### config.mk
export PLATFORM = sky130hd
export DESIGN_NAME = flash_pgm_if
export DESIGN_NICKNAME = d
export VERILOG_FILES = /design/src/rtl/fpc_pkg.sv /design/src/rtl/fpc_cmd_seq.sv /design/src/rtl/fpc_pgm_ctrl.sv /design/src/rtl/fpc_array.sv /design/src/rtl/flash_pgm_if.sv
export SDC_FILE = /design/constraint.sdc
export NUM_CORES = 1
export LEC_CHECK = 0
export BUFFER_PORTS_ARGS = -buffer_cell sky130_fd_sc_hd__buf_2
export CORE_UTILIZATION = 42
export CTS_BUF_LIST = sky130_fd_sc_hd__clkbuf_4
export DETAILED_ROUTE_END_ITERATION = 16
export SLEW_MARGIN = 20
export SYNTH_ARGS = -nofsm -noshare
export SYNTH_HDL_FRONTEND = slang
export SYNTH_SLANG_ARGS = --single-unit
### constraint.sdc
create_clock -name clk -period 8.85 [get_ports clk]
set_input_delay 0.885 -clock clk [delete_from_list [all_inputs] [get_ports clk]]
set_output_delay 0.885 -clock clk [all_outputs]
set_load 0.02 [all_outputs]
### src/rtl/fpc_pkg.sv
package fpc_pkg;

    localparam int WORD_W     = 16;
    localparam int PAGE_WORDS = 4;
    localparam int SLOT_W     = $clog2(PAGE_WORDS);

    localparam logic [7:0] CODE_DWORD = 8'h50;
    localparam logic [7:0] CODE_OCT   = 8'h8B;
    localparam logic [7:0] CODE_RESET = 8'hF0;

    typedef logic [PAGE_WORDS-1:0][WORD_W-1:0] page_t;

    typedef enum logic [2:0] {
        ST_READ,
        ST_DW_1,
        ST_DW_2,
        ST_OCT,
        ST_PROG,
        ST_ERR
    } seq_state_t;

    typedef enum logic [1:0] {
        CAUSE_NONE = 2'd0,
        CAUSE_ADJ  = 2'd1,
        CAUSE_VPP  = 2'd2,
        CAUSE_MODE = 2'd3
    } err_cause_t;

    typedef struct packed {
        logic       ready;
        logic       rsv6;
        logic       err;
        logic [2:0] rsv;
        err_cause_t cause;
    } status_t;

    // Mode fault outranks voltage, voltage outranks page mismatch
    function automatic err_cause_t pick_cause(logic mode_bad, logic vpp_bad, logic adj_bad);
        if (mode_bad)     return CAUSE_MODE;
        else if (vpp_bad) return CAUSE_VPP;
        else if (adj_bad) return CAUSE_ADJ;
        else              return CAUSE_NONE;
    endfunction

    function automatic status_t make_status(logic rdy, err_cause_t c);
        status_t s;
        s.ready = rdy;
        s.rsv6  = 1'b0;
        s.err   = (c != CAUSE_NONE);
        s.rsv   = 3'b000;
        s.cause = c;
        return s;
    endfunction

endpackage

### src/rtl/fpc_cmd_seq.sv
module fpc_cmd_seq
    import fpc_pkg::*;
#(
    parameter int ADDR_W      = 4,
    parameter bit DW_NEED_VPP = 1'b0
) (
    input  logic              clk,
    input  logic              rst,
    input  logic              wr_en,
    input  logic [ADDR_W-1:0] wr_addr,
    input  logic              wr_bsel,
    input  logic [WORD_W-1:0] wr_data,
    input  logic              byte_mode,
    input  logic              vpp_high,
    input  logic              pgm_busy,
    input  logic              pgm_done,
    output logic              start,
    output page_t             page,
    output logic [ADDR_W-3:0] page_base,
    output logic              status_show,
    output status_t           status
);

    localparam int OCT_LAST = 7;

    seq_state_t        state;
    logic [2:0]        oct_cnt;
    logic [ADDR_W-1:0] first_addr;
    logic              mode_bad;
    logic              adj_bad;
    err_cause_t        err_cause;

    logic              fin;
    logic              mode_now;
    logic              adj_now;
    logic              vpp_now;
    err_cause_t        cause_now;
    logic [SLOT_W-1:0] slot;

    assign slot = wr_addr[SLOT_W-1:0];

    always_comb begin
        fin      = 1'b0;
        mode_now = mode_bad;
        adj_now  = adj_bad;
        vpp_now  = 1'b0;
        case (state)
            ST_DW_2: begin
                fin      = wr_en;
                mode_now = mode_bad | byte_mode;
                adj_now  = (wr_addr[ADDR_W-1:1] != first_addr[ADDR_W-1:1]);
                vpp_now  = DW_NEED_VPP && !vpp_high;
            end
            ST_OCT: begin
                fin      = wr_en && (oct_cnt == 3'(OCT_LAST));
                mode_now = mode_bad | !byte_mode;
                adj_now  = adj_bad | (wr_addr[ADDR_W-1:2] != first_addr[ADDR_W-1:2]);
                vpp_now  = !vpp_high;
            end
            default: ;
        endcase
        cause_now = pick_cause(mode_now, vpp_now, adj_now);
        start     = fin && (cause_now == CAUSE_NONE);
    end

    always_ff @(posedge clk) begin
        if (rst) begin
            state      <= ST_READ;
            oct_cnt    <= '0;
            first_addr <= '0;
            mode_bad   <= 1'b0;
            adj_bad    <= 1'b0;
            err_cause  <= CAUSE_NONE;
            page       <= '1;
        end else begin
            case (state)
                ST_READ: begin
                    if (wr_en && wr_data[7:0] == CODE_DWORD) begin
                        state    <= ST_DW_1;
                        mode_bad <= byte_mode;
                        adj_bad  <= 1'b0;
                        page     <= '1;
                    end else if (wr_en && wr_data[7:0] == CODE_OCT) begin
                        state    <= ST_OCT;
                        oct_cnt  <= '0;
                        mode_bad <= !byte_mode;
                        adj_bad  <= 1'b0;
                        page     <= '1;
                    end
                end
                ST_DW_1: begin
                    if (wr_en) begin
                        first_addr  <= wr_addr;
                        page[slot]  <= wr_data;
                        mode_bad    <= mode_bad | byte_mode;
                        state       <= ST_DW_2;
                    end
                end
                ST_DW_2: begin
                    if (wr_en) begin
                        page[slot] <= wr_data;
                        if (start) begin
                            state <= ST_PROG;
                        end else begin
                            state     <= ST_ERR;
                            err_cause <= cause_now;
                        end
                    end
                end
                ST_OCT: begin
                    if (wr_en) begin
                        if (wr_bsel) page[slot][15:8] <= wr_data[7:0];
                        else         page[slot][7:0]  <= wr_data[7:0];
                        mode_bad <= mode_now;
                        if (oct_cnt == '0) begin
                            first_addr <= wr_addr;
                            adj_bad    <= 1'b0;
                        end else begin
                            adj_bad <= adj_now;
                        end
                        oct_cnt <= oct_cnt + 3'd1;
                        if (fin) begin
                            if (start) begin
                                state <= ST_PROG;
                            end else begin
                                state     <= ST_ERR;
                                err_cause <= cause_now;
                            end
                        end
                    end
                end
                ST_PROG: begin
                    if (pgm_done) state <= ST_READ;
                end
                ST_ERR: begin
                    if (wr_en && wr_data[7:0] == CODE_RESET) begin
                        state     <= ST_READ;
                        err_cause <= CAUSE_NONE;
                    end
                end
                default: state <= ST_READ;
            endcase
        end
    end

    assign page_base   = first_addr[ADDR_W-1:2];
    assign status_show = (state == ST_PROG) || (state == ST_ERR);
    assign status      = make_status(!pgm_busy,
                                     (state == ST_ERR) ? err_cause : CAUSE_NONE);

    AST_ERR_NO_START: assert property (@(posedge clk) disable iff (rst)
        (state == ST_ERR) |-> !start);

    AST_OCT_NEEDS_VPP: assert property (@(posedge clk) disable iff (rst)
        (start && state == ST_OCT) |-> (vpp_high && byte_mode));

    AST_DW_WORD_MODE: assert property (@(posedge clk) disable iff (rst)
        (start && state == ST_DW_2) |-> !byte_mode);

endmodule

### src/rtl/fpc_pgm_ctrl.sv
module fpc_pgm_ctrl #(
    parameter int BUSY_CYC = 8
) (
    input  logic clk,
    input  logic rst,
    input  logic start,
    output logic busy,
    output logic done
);

    localparam int CNT_W = $clog2(BUSY_CYC + 1);

    logic [CNT_W-1:0] cnt;

    always_ff @(posedge clk) begin
        if (rst) begin
            cnt <= '0;
        end else if (start) begin
            cnt <= CNT_W'(BUSY_CYC);
        end else if (cnt != '0) begin
            cnt <= cnt - CNT_W'(1);
        end
    end

    assign busy = (cnt != '0);
    assign done = (cnt == CNT_W'(1));

    AST_START_WHEN_IDLE: assert property (@(posedge clk) disable iff (rst)
        start |-> !busy);

    AST_BUSY_AFTER_START: assert property (@(posedge clk) disable iff (rst)
        start |=> busy);

    AST_DONE_ENDS_BUSY: assert property (@(posedge clk) disable iff (rst)
        done |=> !busy);

endmodule

### src/rtl/fpc_array.sv
module fpc_array
    import fpc_pkg::*;
#(
    parameter int ADDR_W = 4
) (
    input  logic              clk,
    input  logic              rst,
    input  logic              commit,
    input  page_t             page,
    input  logic [ADDR_W-3:0] page_base,
    input  logic [ADDR_W-1:0] rd_addr,
    output logic [WORD_W-1:0] rd_word
);

    localparam int DEPTH = 1 << ADDR_W;

    logic [WORD_W-1:0] mem [DEPTH];

    always_ff @(posedge clk) begin
        if (rst) begin
            for (int w = 0; w < DEPTH; w++) mem[w] <= '1;
        end else if (commit) begin
            for (int s = 0; s < PAGE_WORDS; s++) begin
                mem[{page_base, SLOT_W'(s)}] <= mem[{page_base, SLOT_W'(s)}] & page[s];
            end
        end
    end

    assign rd_word = mem[rd_addr];

    for (genvar g = 0; g < DEPTH; g++) begin : g_and_chk
        AST_AND_ONLY: assert property (@(posedge clk) disable iff (rst)
            (mem[g] & ~$past(mem[g])) == '0);
    end

endmodule

### src/rtl/flash_pgm_if.sv
module flash_pgm_if
    import fpc_pkg::*;
#(
    parameter int ADDR_W      = 4,
    parameter int BUSY_CYC    = 8,
    parameter bit DW_NEED_VPP = 1'b0
) (
    input  logic              clk,
    input  logic              rst,
    input  logic              wr_en,
    input  logic [ADDR_W-1:0] bus_addr,
    input  logic              bus_bsel,
    input  logic [15:0]       wr_data,
    input  logic              byte_mode,
    input  logic              vpp_high,
    output logic [15:0]       rd_data,
    output logic              ready
);

    logic              start;
    logic              busy;
    logic              done;
    page_t             page;
    logic [ADDR_W-3:0] page_base;
    logic              status_show;
    status_t           status;
    logic [WORD_W-1:0] rd_word;

    fpc_cmd_seq #(
        .ADDR_W      (ADDR_W),
        .DW_NEED_VPP (DW_NEED_VPP)
    ) u_seq (
        .clk         (clk),
        .rst         (rst),
        .wr_en       (wr_en),
        .wr_addr     (bus_addr),
        .wr_bsel     (bus_bsel),
        .wr_data     (wr_data),
        .byte_mode   (byte_mode),
        .vpp_high    (vpp_high),
        .pgm_busy    (busy),
        .pgm_done    (done),
        .start       (start),
        .page        (page),
        .page_base   (page_base),
        .status_show (status_show),
        .status      (status)
    );

    fpc_pgm_ctrl #(
        .BUSY_CYC (BUSY_CYC)
    ) u_ctrl (
        .clk   (clk),
        .rst   (rst),
        .start (start),
        .busy  (busy),
        .done  (done)
    );

    fpc_array #(
        .ADDR_W (ADDR_W)
    ) u_array (
        .clk       (clk),
        .rst       (rst),
        .commit    (done),
        .page      (page),
        .page_base (page_base),
        .rd_addr   (bus_addr),
        .rd_word   (rd_word)
    );

    always_comb begin
        if (status_show)    rd_data = {8'h00, status};
        else if (byte_mode) rd_data = {8'h00, bus_bsel ? rd_word[15:8] : rd_word[7:0]};
        else                rd_data = rd_word;
    end

    assign ready = !busy;

    AST_BUSY_SHOWS_STATUS: assert property (@(posedge clk) disable iff (rst)
        !ready |-> (rd_data == 16'h0000));

endmodule

==> results.yml, run 1 <==
clock_network:
  cts.htree.levels: 3
  post_cts_gate_resize_count: 0
  cts.clk_slew.worst_paths_ps: 60
  postCtsHoldBufs: 0
  clock_insertion_delay_worst_skew_ps: 810
  clock_path_buffers: 3
  cts_root_buf: "clkbuf_4"
  numClockSinks: 339
  number_of_buffers_created_by_cts: 90
  cts.repair_timing.setup_buffer_count: 0
  tritoncts: "done"
timing:
  relSlewSlack: 0.241
  final_setup_tns_ps: 0
  layout_min_cycle_time_ps: 4580
  post-route-period-util: 0.517
  setup-violations-final: 0
  grt_setup_unrepaired: "false"
  achievable_frequency_mhz: 218
  timing.final.hold_violations: 0
  final.setup_skew_ps: 51.1
  worst_hold_slack_ps: 464
  final-max-slew-violation-count: 0
  worst_slack_ps: 4270
  actual_transition_at_the_worst_max_transition_pin_ps: 1140
placed_design:
  dp.final_hpwl_um: 30000
  dpl.cell_count: 1874
  number_of_buffers_added_on_ports: 42
  pre_cts_ws_ps: 4280
  dpl_cell_area_mm2: 0.0178
  place_congestion: 0.854
logic_synthesis:
  most_used_standard_cells_in_the_synthesized_netlist: "nand2_1 (375), edfxtp_1 (256), mux4_2 (138)"
  synth_xor_area_frac: 0.00357
  synth_top_family_by_area: "multiplexers"
  syn-mean-instance-area_um2: 12.3
  synth_nets: 1430
  synth_edf_count: 256
  synth.most_common_cell: "nand2_1"
  synthCells: 1399
  yosys-top-cells-area: "edfxtp_1 (45%), mux4_2 (18%), dfxtp_1 (9.7%), nand2_1 (8.2%), a211o_1 (2.3%)"
  synth_top_area_frac: 0.448
  yosys_warnings: 0
  yosys_most_used_dff: "edfxtp_1"
  synth-adder-area-share: 0.00364
  synth_compound_area_frac: 0.0934
  synthDistinctLibCells: 65
  synth.ff_latch_count: 339
  synth-async-reset-ratio: 0
  synthDominantAreaCellType: "edfxtp_1"
  synth_area_mm2: 0.0172
  synthMuxAreaShare: 0.191
  post_synthesis_share_of_cell_area_spent_on_and_or_nand_and_nor_gates: 0.134
  yosysSeqAreaShare: 0.545
global_routing:
  gr-total-overflow: 0
  antenna_found_initial: 3
  via_count_of_the_first_global_routing_pass: 12700
  grt_first_pass_wirelength_um: 77300
  grt_max_degree: 68
  groute.usage.overall: 0.250
finish:
  area_of_combinational_cells_with_multiple_inputs_mm2: 0.00738
  layout-drive-gt1-share: 0.251
  area_growth_pct: 10.7
  regArea_mm2: 0.00935
  final_cell_count_no_fill: 2044
  final_area_mm2: 0.0190
  final_nets: 1472
  fill_cells: 3593
run_status:
  status: "completed"
floorplan:
  initial_standard_cell_utilization_of_the_core: 0.429
  boundaryPins: 43
  fp.dieW_um: 204
  dieArea_mm2: 0.0417
  num_rows: 73
  coreArea_mm2: 0.0400
  die_height_um: 204
setup_path:
  cp_slowest_stage_delay_ps: 860
  cpLargestDelayFamily: "buffers and inverters"
  critPathMostFrequentCell: "buf_4"
  setup.worst_path.start_class: "input port"
  worstPathBufferInverterCount: 3
  worstPathMaxFanout: 56
  timing.critical_path.required_ps: 7970
  critical_path_data_arrival_time_ps: 3690
  worst_path_max_delay_cell: "buf_4"
  crit_chain: "buf_4 -> buf_4 -> mux4_2 -> mux2_2 -> a32oi_1 -> o21ai_0 -> buf_2"
  worst-r2r-setup-slack_ps: 5620
  critPathKind: "input port to primary output"
  worstSetupEndpointType: "primary output"
detailed_routing:
  detail_routed_via_count_per_cell: 6.09
  drt_iter0_markers: 1344
  post-route-drc-count: 0
  postRouteWirelength_um: 50500
  wl_per_cell_um: 24.7
  postRouteAntennaNets: 0
  drtPass1Iterations: 7
  via_count: 12400
power:
  static-leakage-power_nw: 5.46
  power.density_mw_per_mm2: 256
  max-vdd-ir-drop_v: 0.000172
flow_run:
  cap_violations: 0
hold_path:
  hold_path.class: "flip-flop to flip-flop"
-- logic make-up after synthesis --
logic type | after synthesis
muxes | 154
and+or+nand+nor | 536
xor gates and xnor gates | 7
DFF | 339
adders and majority gates | 5
buffers and inverters | 126
AOI/OAI and AO/OA | 232
-- sequential cells by signal, indices dropped and copies added, names as in the netlist, named ones only --
name and count:
u_seq.page 64, u_seq.adj_bad 1, u_seq.state 3, u_seq.mode_bad 1, u_seq.err_cause 2, u_seq.first_addr 3
u_array.mem 256, u_seq.oct_cnt 3, u_ctrl.cnt 4
-- cells in the final DEF, fill, tap and decap left out, types with 4 or more instances in the layout --
cell / count
nand2b_1: 15
ha_1: 5
mux4_2: 138
a22o_1: 4
o41ai_1: 7
nor2b_1: 4
xor2_1: 5
edfxtp_1: 256
o211ai_1: 22
diode_2: 5
nor3b_2: 5
a31oi_1: 23
nand2_1: 375
o21a_1: 8
o21ai_0: 31
a21oi_1: 63
dfxtp_1: 81
mux2i_1: 13
buf_2: 41
buf_4: 24
inv_1: 10
a211o_1: 45
and2_1: 8
clkinv_1: 22
nor3_1: 7
clkbuf_4: 138
nand3_1: 31
nor2_1: 51
nor3b_1: 6
-- where the power goes --
part	total, mW	switching, mW	internal (mW)
clock	1.41	0.670	0.740
combinational	1.43	0.979	0.456
sequential	2.03	0.142	1.89
-- per-layer routing --
metal	global-route usage	part of all wire	vias to the layer above	routed length, µm
li1	-	-	5448	-
met1	0.346	0.43	6278	21700
met2	0.379	0.46	633	23000
met3	0.0639	0.092	90	4630
met4	0.0933	0.023	0	1170
met5	0	0	-	0
-- final timing paths --
check                           depth (start not counted)     startpoint                   to
worst max-delay path                                    7    bus_addr[0]           rd_data[1]
worst min-delay path                                    1  u_seq.page[1]        u_seq.page[1]
worst max register to register                          7  u_ctrl.cnt[1]  u_array.mem[14][15]
worst min register to register                          1  u_seq.page[1]        u_seq.page[1]
-- metrics by stage --
stage,util,power (mW)
final,0.475,4.87
after global routing,0.475,5.15
after CTS,0.475,4.89
after detailed placement,0.445,3.47
after global placement,0.445,3.45
after floorplan,-,3.03
-- final cells by class --
type | instances | area share
antenna | 5 | 0.000658
clock buffer | 138 | 0.0545
clock inverter | 27 | 0.00724
inverter | 11 | 0.00217
multi-input combinational | 934 | 0.388
sequential | 339 | 0.492
tap | 525 | 0.0346
timing repair buffer | 65 | 0.0203
No activity file was read; power rests on OpenSTA's default activity.
==> inputs of run 2 (changes only) <==
--- a/config.mk
+++ b/config.mk
@@ -5,6 +5,7 @@
 export SDC_FILE = /design/constraint.sdc
 export NUM_CORES = 1
 export LEC_CHECK = 0
+export ABC_AREA = 1
 export BUFFER_PORTS_ARGS = -buffer_cell sky130_fd_sc_hd__buf_2
 export CORE_UTILIZATION = 42
 export CTS_BUF_LIST = sky130_fd_sc_hd__clkbuf_4
==> constraint.sdc (replaced) <==
create_clock -name clk -period 4.7 [get_ports clk]
set_input_delay 0.47 -clock clk [delete_from_list [all_inputs] [get_ports clk]]
set_output_delay 0.47 -clock clk [all_outputs]
set_load 0.02 [all_outputs]
==> run 2 against run 1 <==
- setup slack worse by 3000 ps
- via count up 45%
- non-clock buffer count up 22
- largest power group unchanged
==> results.yml, run 2 <==
placed_design:
  place_congestion: 0.882
  number_of_buffers_added_on_ports: 42
  dpl.cell_count: 2930
  dp.final_hpwl_um: 37400
  dpl_cell_area_mm2: 0.0194
  pre_cts_ws_ps: 1400
clock_network:
  postCtsHoldBufs: 0
  post_cts_gate_resize_count: 0
  numClockSinks: 339
  clock_insertion_delay_worst_skew_ps: 830
  number_of_buffers_created_by_cts: 93
  clock_path_buffers: 3
  tritoncts: "done"
  cts.repair_timing.setup_buffer_count: 0
  cts.htree.levels: 3
  cts.clk_slew.worst_paths_ps: 60
  cts_root_buf: "clkbuf_4"
run_status:
  status: "completed"
floorplan:
  boundaryPins: 43
  die_height_um: 214
  initial_standard_cell_utilization_of_the_core: 0.426
  coreArea_mm2: 0.0442
  num_rows: 77
  fp.dieW_um: 214
  dieArea_mm2: 0.0457
logic_synthesis:
  synth.most_common_cell: "nand2_1"
  synthDominantAreaCellType: "edfxtp_1"
  most_used_standard_cells_in_the_synthesized_netlist: "nand2_1 (766), edfxtp_1 (256), o21ai_0 (223)"
  synth_top_area_frac: 0.408
  yosys_warnings: 0
  synth_edf_count: 256
  synth_area_mm2: 0.0188
  synth_nets: 2462
  synth.ff_latch_count: 339
  synth-async-reset-ratio: 0
  synthCells: 2431
  yosys-top-cells-area: "edfxtp_1 (41%), nand2_1 (15%), dfxtp_1 (8.8%), o21ai_0 (5.9%), nand3_1 (5.4%)"
  syn-mean-instance-area_um2: 7.75
  synthDistinctLibCells: 32
  yosys_most_used_dff: "edfxtp_1"
  yosysSeqAreaShare: 0.496
setup_path:
  worst-r2r-cell-count: 6
  setup.worst_path.start_class: "input port"
  critPathKind: "input port to primary output"
  critical_path_data_arrival_time_ps: 2920
  worstPathMaxFanout: 23
  setup.worst_path.start: "bus_addr[0]"
  timing.critical_path.required_ps: 4230
  worstSetupEndpointType: "primary output"
timing:
  relSlewSlack: 0.270
  timing.final.hold_violations: 0
  final.setup_skew_ps: 53.3
  layout_min_cycle_time_ps: 3390
  actual_transition_at_the_worst_max_transition_pin_ps: 1100
  achievable_frequency_mhz: 295
  worst_hold_slack_ps: 147
  setup-violations-final: 0
  final-max-slew-violation-count: 0
  final_setup_tns_ps: 0
  worst_slack_ps: 1310
  post-route-period-util: 0.721
  grt_setup_unrepaired: "false"
finish:
  largest_register_ff_count: 256
  commonest_cells_after_routing_fill_and_taps_aside: "nand2_1 (765), edfxtp_1 (256), o21ai_0 (223), nand3_1 (202), nor2_1 (197)"
  layout-drive-gt1-share: 0.112
  final_common_cell: "nand2_1"
  leading_registers_by_flop_count: "u_array.mem (256), u_seq.page (64), u_ctrl.cnt (4)"
  final_area_mm2: 0.0207
  area_growth_pct: 9.59
  final_cell_count_no_fill: 3100
  finish.utilization: 0.467
  fill_cells: 4422
  max_flop_register: "u_array.mem"
  final_nets: 2464
detailed_routing:
  via_count: 18100
  drtPass1Iterations: 8
  detail_routed_via_count_per_cell: 5.83
  wl_per_cell_um: 20.9
  drt_iter0_markers: 2015
  post-route-drc-count: 0
  postRouteAntennaNets: 0
  postRouteWirelength_um: 64700
hold_path:
  hold_path_startpoint: "byte_mode"
  whs_path_depth: 6
  hold_path.class: "input port to flip-flop"
global_routing:
  grt_first_pass_wirelength_um: 98100
  groute.usage.overall: 0.284
  gr-total-overflow: 0
  grt_max_degree: 78
  via_count_of_the_first_global_routing_pass: 17100
  antenna_found_initial: 2
power:
  max-vdd-ir-drop_v: 0.000378
  power.density_mw_per_mm2: 471
  finalPower_mw: 9.74
  static-leakage-power_nw: 7.71
flow_run:
  cap_violations: 0
-- run 2: layer usage --
layer / up-vias / global-route usage / routed length, µm
met5: - / 0 / 0
met4: 0 / 0.145 / 2870
li1: 8367 / - / -
met1: 8611 / 0.362 / 26200
met2: 916 / 0.463 / 29900
met3: 179 / 0.0523 / 5740
-- run 2: where the power goes --
group / internal, mW / leakage [nW] / switching [mW] / total, mW
combinational: 0.922 / 4.55 / 2.20 / 3.12
clock: 1.50 / 0.728 / 1.29 / 2.79
sequential: 3.48 / 2.43 / 0.348 / 3.83
total: 5.90 / 7.71 / 3.84 / 9.74
-- run 2: area by class of cell --
type,instances,area [µm²],share of cell area
diodes,4,10.0,0.000485
inverters,138,520,0.0252
repair buffers,87,573,0.0277
multi-input cells,1774,8230,0.399
well taps,592,741,0.0359
clock buffers,145,1090,0.0527
flip-flops and latches,339,9350,0.453
clock inverters,21,131,0.00636
-- run 2: worst max-delay path: stages --
cell,delay [ps]
buf_2,300
nand2_2,320
inv_2,660
buf_4,290
nand2_1,70
nand4_1,80
nand3_1,120
nand3_1,160
nand3_1,160
nand2_1,100
buf_2,160
-- run 2: kinds of logic after synthesis --
kind of cell,Yosys count,synth area share
AND/OR/NAND/NOR,1243,0.272
AO/OA/AOI/OAI,525,0.158
flip-flops,339,0.496
buffers and inverters,318,0.0704
adder cells (fa/ha/maj),5,0.00332
XOR/XNOR,1,0.000465
-- run 2: path summary, 6_finish.rpt --
kind / slack [ps] / endpoint
max: 1310 / rd_data[7]
min: 150 / u_seq.mode_bad
max reg2reg: 1540 / u_array.mem[6][3]
min reg2reg: 460 / u_seq.adj_bad
==> inputs of run 3 (changes only) <==
==> constraint.sdc (replaced) <==
create_clock -name clk -period 3.3 [get_ports clk]
set_input_delay 0.33 -clock clk [delete_from_list [all_inputs] [get_ports clk]]
set_output_delay 0.33 -clock clk [all_outputs]
set_load 0.02 [all_outputs]
==> run 3 against run 2 <==
- cell area rose by 0.72%
- clock power rose by 36%
- worst hold slack got worse by 94 ps
- critical endpoint is now rd_data[9]
- sequential power rose by 43%
- flip-flop and latch count did not move
- largest power group unchanged
- register-to-register slack got worse by 690 ps
==> results.yml, run 3 (synthesis gave the netlist of run 2 again) <==
timing:
  timing.final.hold_violations: 0
  grt_setup_unrepaired: "false"
  worst_hold_slack_ps: 53.0
  post-route-period-util: 0.924
  relSlewSlack: 0.291
  actual_transition_at_the_worst_max_transition_pin_ps: 1060
  final-max-slew-violation-count: 0
  setup-violations-final: 0
  final.setup_skew_ps: 68.0
  final_setup_tns_ps: 0
  layout_min_cycle_time_ps: 3050
  achievable_frequency_mhz: 328
  worst_slack_ps: 252
global_routing:
  gr-total-overflow: 0
  antenna_found_initial: 2
  groute.usage.overall: 0.289
  via_count_of_the_first_global_routing_pass: 17000
  grt_first_pass_wirelength_um: 98900
  grt_max_degree: 123
detailed_routing:
  post-route-drc-count: 0
  wl_per_cell_um: 21.1
  detail_routed_via_count_per_cell: 5.78
  postRouteAntennaNets: 0
  drt_iter0_markers: 2038
  via_count: 18000
  drtPass1Iterations: 8
  postRouteWirelength_um: 65600
clock_network:
  cts.clk_slew.worst_paths_ps: 70
  number_of_buffers_created_by_cts: 96
  postCtsHoldBufs: 7
  cts.htree.levels: 3
  post_cts_gate_resize_count: 0
  numClockSinks: 339
  clock_insertion_delay_worst_skew_ps: 850
  tritoncts: "done"
  cts.repair_timing.setup_buffer_count: 0
  clock_path_buffers: 3
  cts_root_buf: "clkbuf_4"
hold_path:
  min_delay_worst_endpoint: "u_seq.page[12]"
  hold_path_startpoint: "wr_data[12]"
  hold_path.class: "input port to flip-flop"
  whs_path_depth: 7
setup_path:
  worst-r2r-cell-count: 9
  critical_path_data_arrival_time_ps: 2720
  crit_chain: "inv_2 -> nor2_1 -> clkinv_1 -> nand2_1 -> buf_4 -> a21oi_1 -> buf_4 -> buf_2"
  worstSetupEndpointType: "primary output"
  critPathMostFrequentCell: "buf_4"
  worst-r2r-setup-slack_ps: 850
  worstPathMaxFanout: 8
  worstReg2RegEnd: "u_seq.page[35]"
  setup.worst_path.start_class: "flip-flop"
  critPathKind: "flip-flop to primary output"
  cp_slowest_stage_delay_ps: 570
  worst_path_max_delay_cell: "dfxtp_1"
  timing.critical_path.required_ps: 2970
  critical_path.reg2reg.startpoint: "u_seq.state[2]"
floorplan:
  dieArea_mm2: 0.0457
  initial_standard_cell_utilization_of_the_core: 0.426
  boundaryPins: 43
  coreArea_mm2: 0.0442
  die_height_um: 214
  num_rows: 77
  fp.dieW_um: 214
power:
  max-vdd-ir-drop_v: 0.000458
  finalPower_mw: 13.8
  power.density_mw_per_mm2: 662
  static-leakage-power_nw: 7.79
finish:
  commonest_cells_after_routing_fill_and_taps_aside: "nand2_1 (765), edfxtp_1 (256), o21ai_0 (223), nand3_1 (202), nor2_1 (197)"
  final_area_mm2: 0.0208
  largest_register_ff_count: 256
  area_growth_pct: 10.4
  leading_registers_by_flop_count: "u_array.mem (256), u_seq.page (64), u_ctrl.cnt (4)"
  final_cell_count_no_fill: 3111
  finish.utilization: 0.470
  layout-drive-gt1-share: 0.114
  fill_cells: 4407
  final_nets: 2480
  final_common_cell: "nand2_1"
  max_flop_register: "u_array.mem"
placed_design:
  dp.final_hpwl_um: 38700
  place_congestion: 0.870
  number_of_buffers_added_on_ports: 42
  dpl.cell_count: 2936
  pre_cts_ws_ps: 704
  dpl_cell_area_mm2: 0.0196
run_status:
  status: "completed"
flow_run:
  cap_violations: 0
run 3: where the power goes:
part | internal (mW) | switching, mW | leakage, nW | total (mW)
Clock | 1.95 | 1.84 | 0.704 | 3.79
Combinational | 1.36 | 3.15 | 4.65 | 4.52
Sequential | 4.95 | 0.521 | 2.43 | 5.47
Total | 8.27 | 5.51 | 7.79 | 13.8
run 3: final cells by class:
cell class                 count  area, µm²  area share
inverter                     138        520      0.0250
multi-input combinational   1774       8230       0.396
antenna                        4       10.0    0.000481
tap                          592        741      0.0356
clock buffer                 143       1070      0.0516
clock inverter                21       80.1     0.00385
timing repair buffer         100        788      0.0379
sequential                   339       9350       0.450
run 3: routing by layer:
metal | vias to the layer above | GRT usage | share of wire
met1 | 8501 | 0.363 | 0.41
met4 | 0 | 0.155 | 0.049
li1 | 8395 | - | -
met5 | - | 0 | 0
met3 | 189 | 0.0592 | 0.084
met2 | 895 | 0.468 | 0.46
run 3: worst max path at each step:
| stage | startpoint | to | slack (ps) | depth (start not counted) |
|---|---|---|---|---|
| floorplan | u_ctrl.cnt[1] | u_array.mem[4][0] | 1000 | 8 |
| global placement | bus_addr[1] | rd_data[2] | 730 | 10 |
| detailed placement | bus_addr[0] | rd_data[5] | 700 | 12 |
| CTS | u_seq.state[2] | rd_data[9] | 170 | 8 |
| global route | u_seq.state[2] | rd_data[9] | 110 | 8 |
| finish | u_seq.state[2] | rd_data[9] | 250 | 8 |
run 3: worst max-delay path, delay by kind of cell (launching register included):
kind	cells	cell delay, ps
buffers and inverters	5	860
flip-flops	1	570
AND/OR/NAND/NOR	2	320
AO/OA/AOI/OAI	1	110
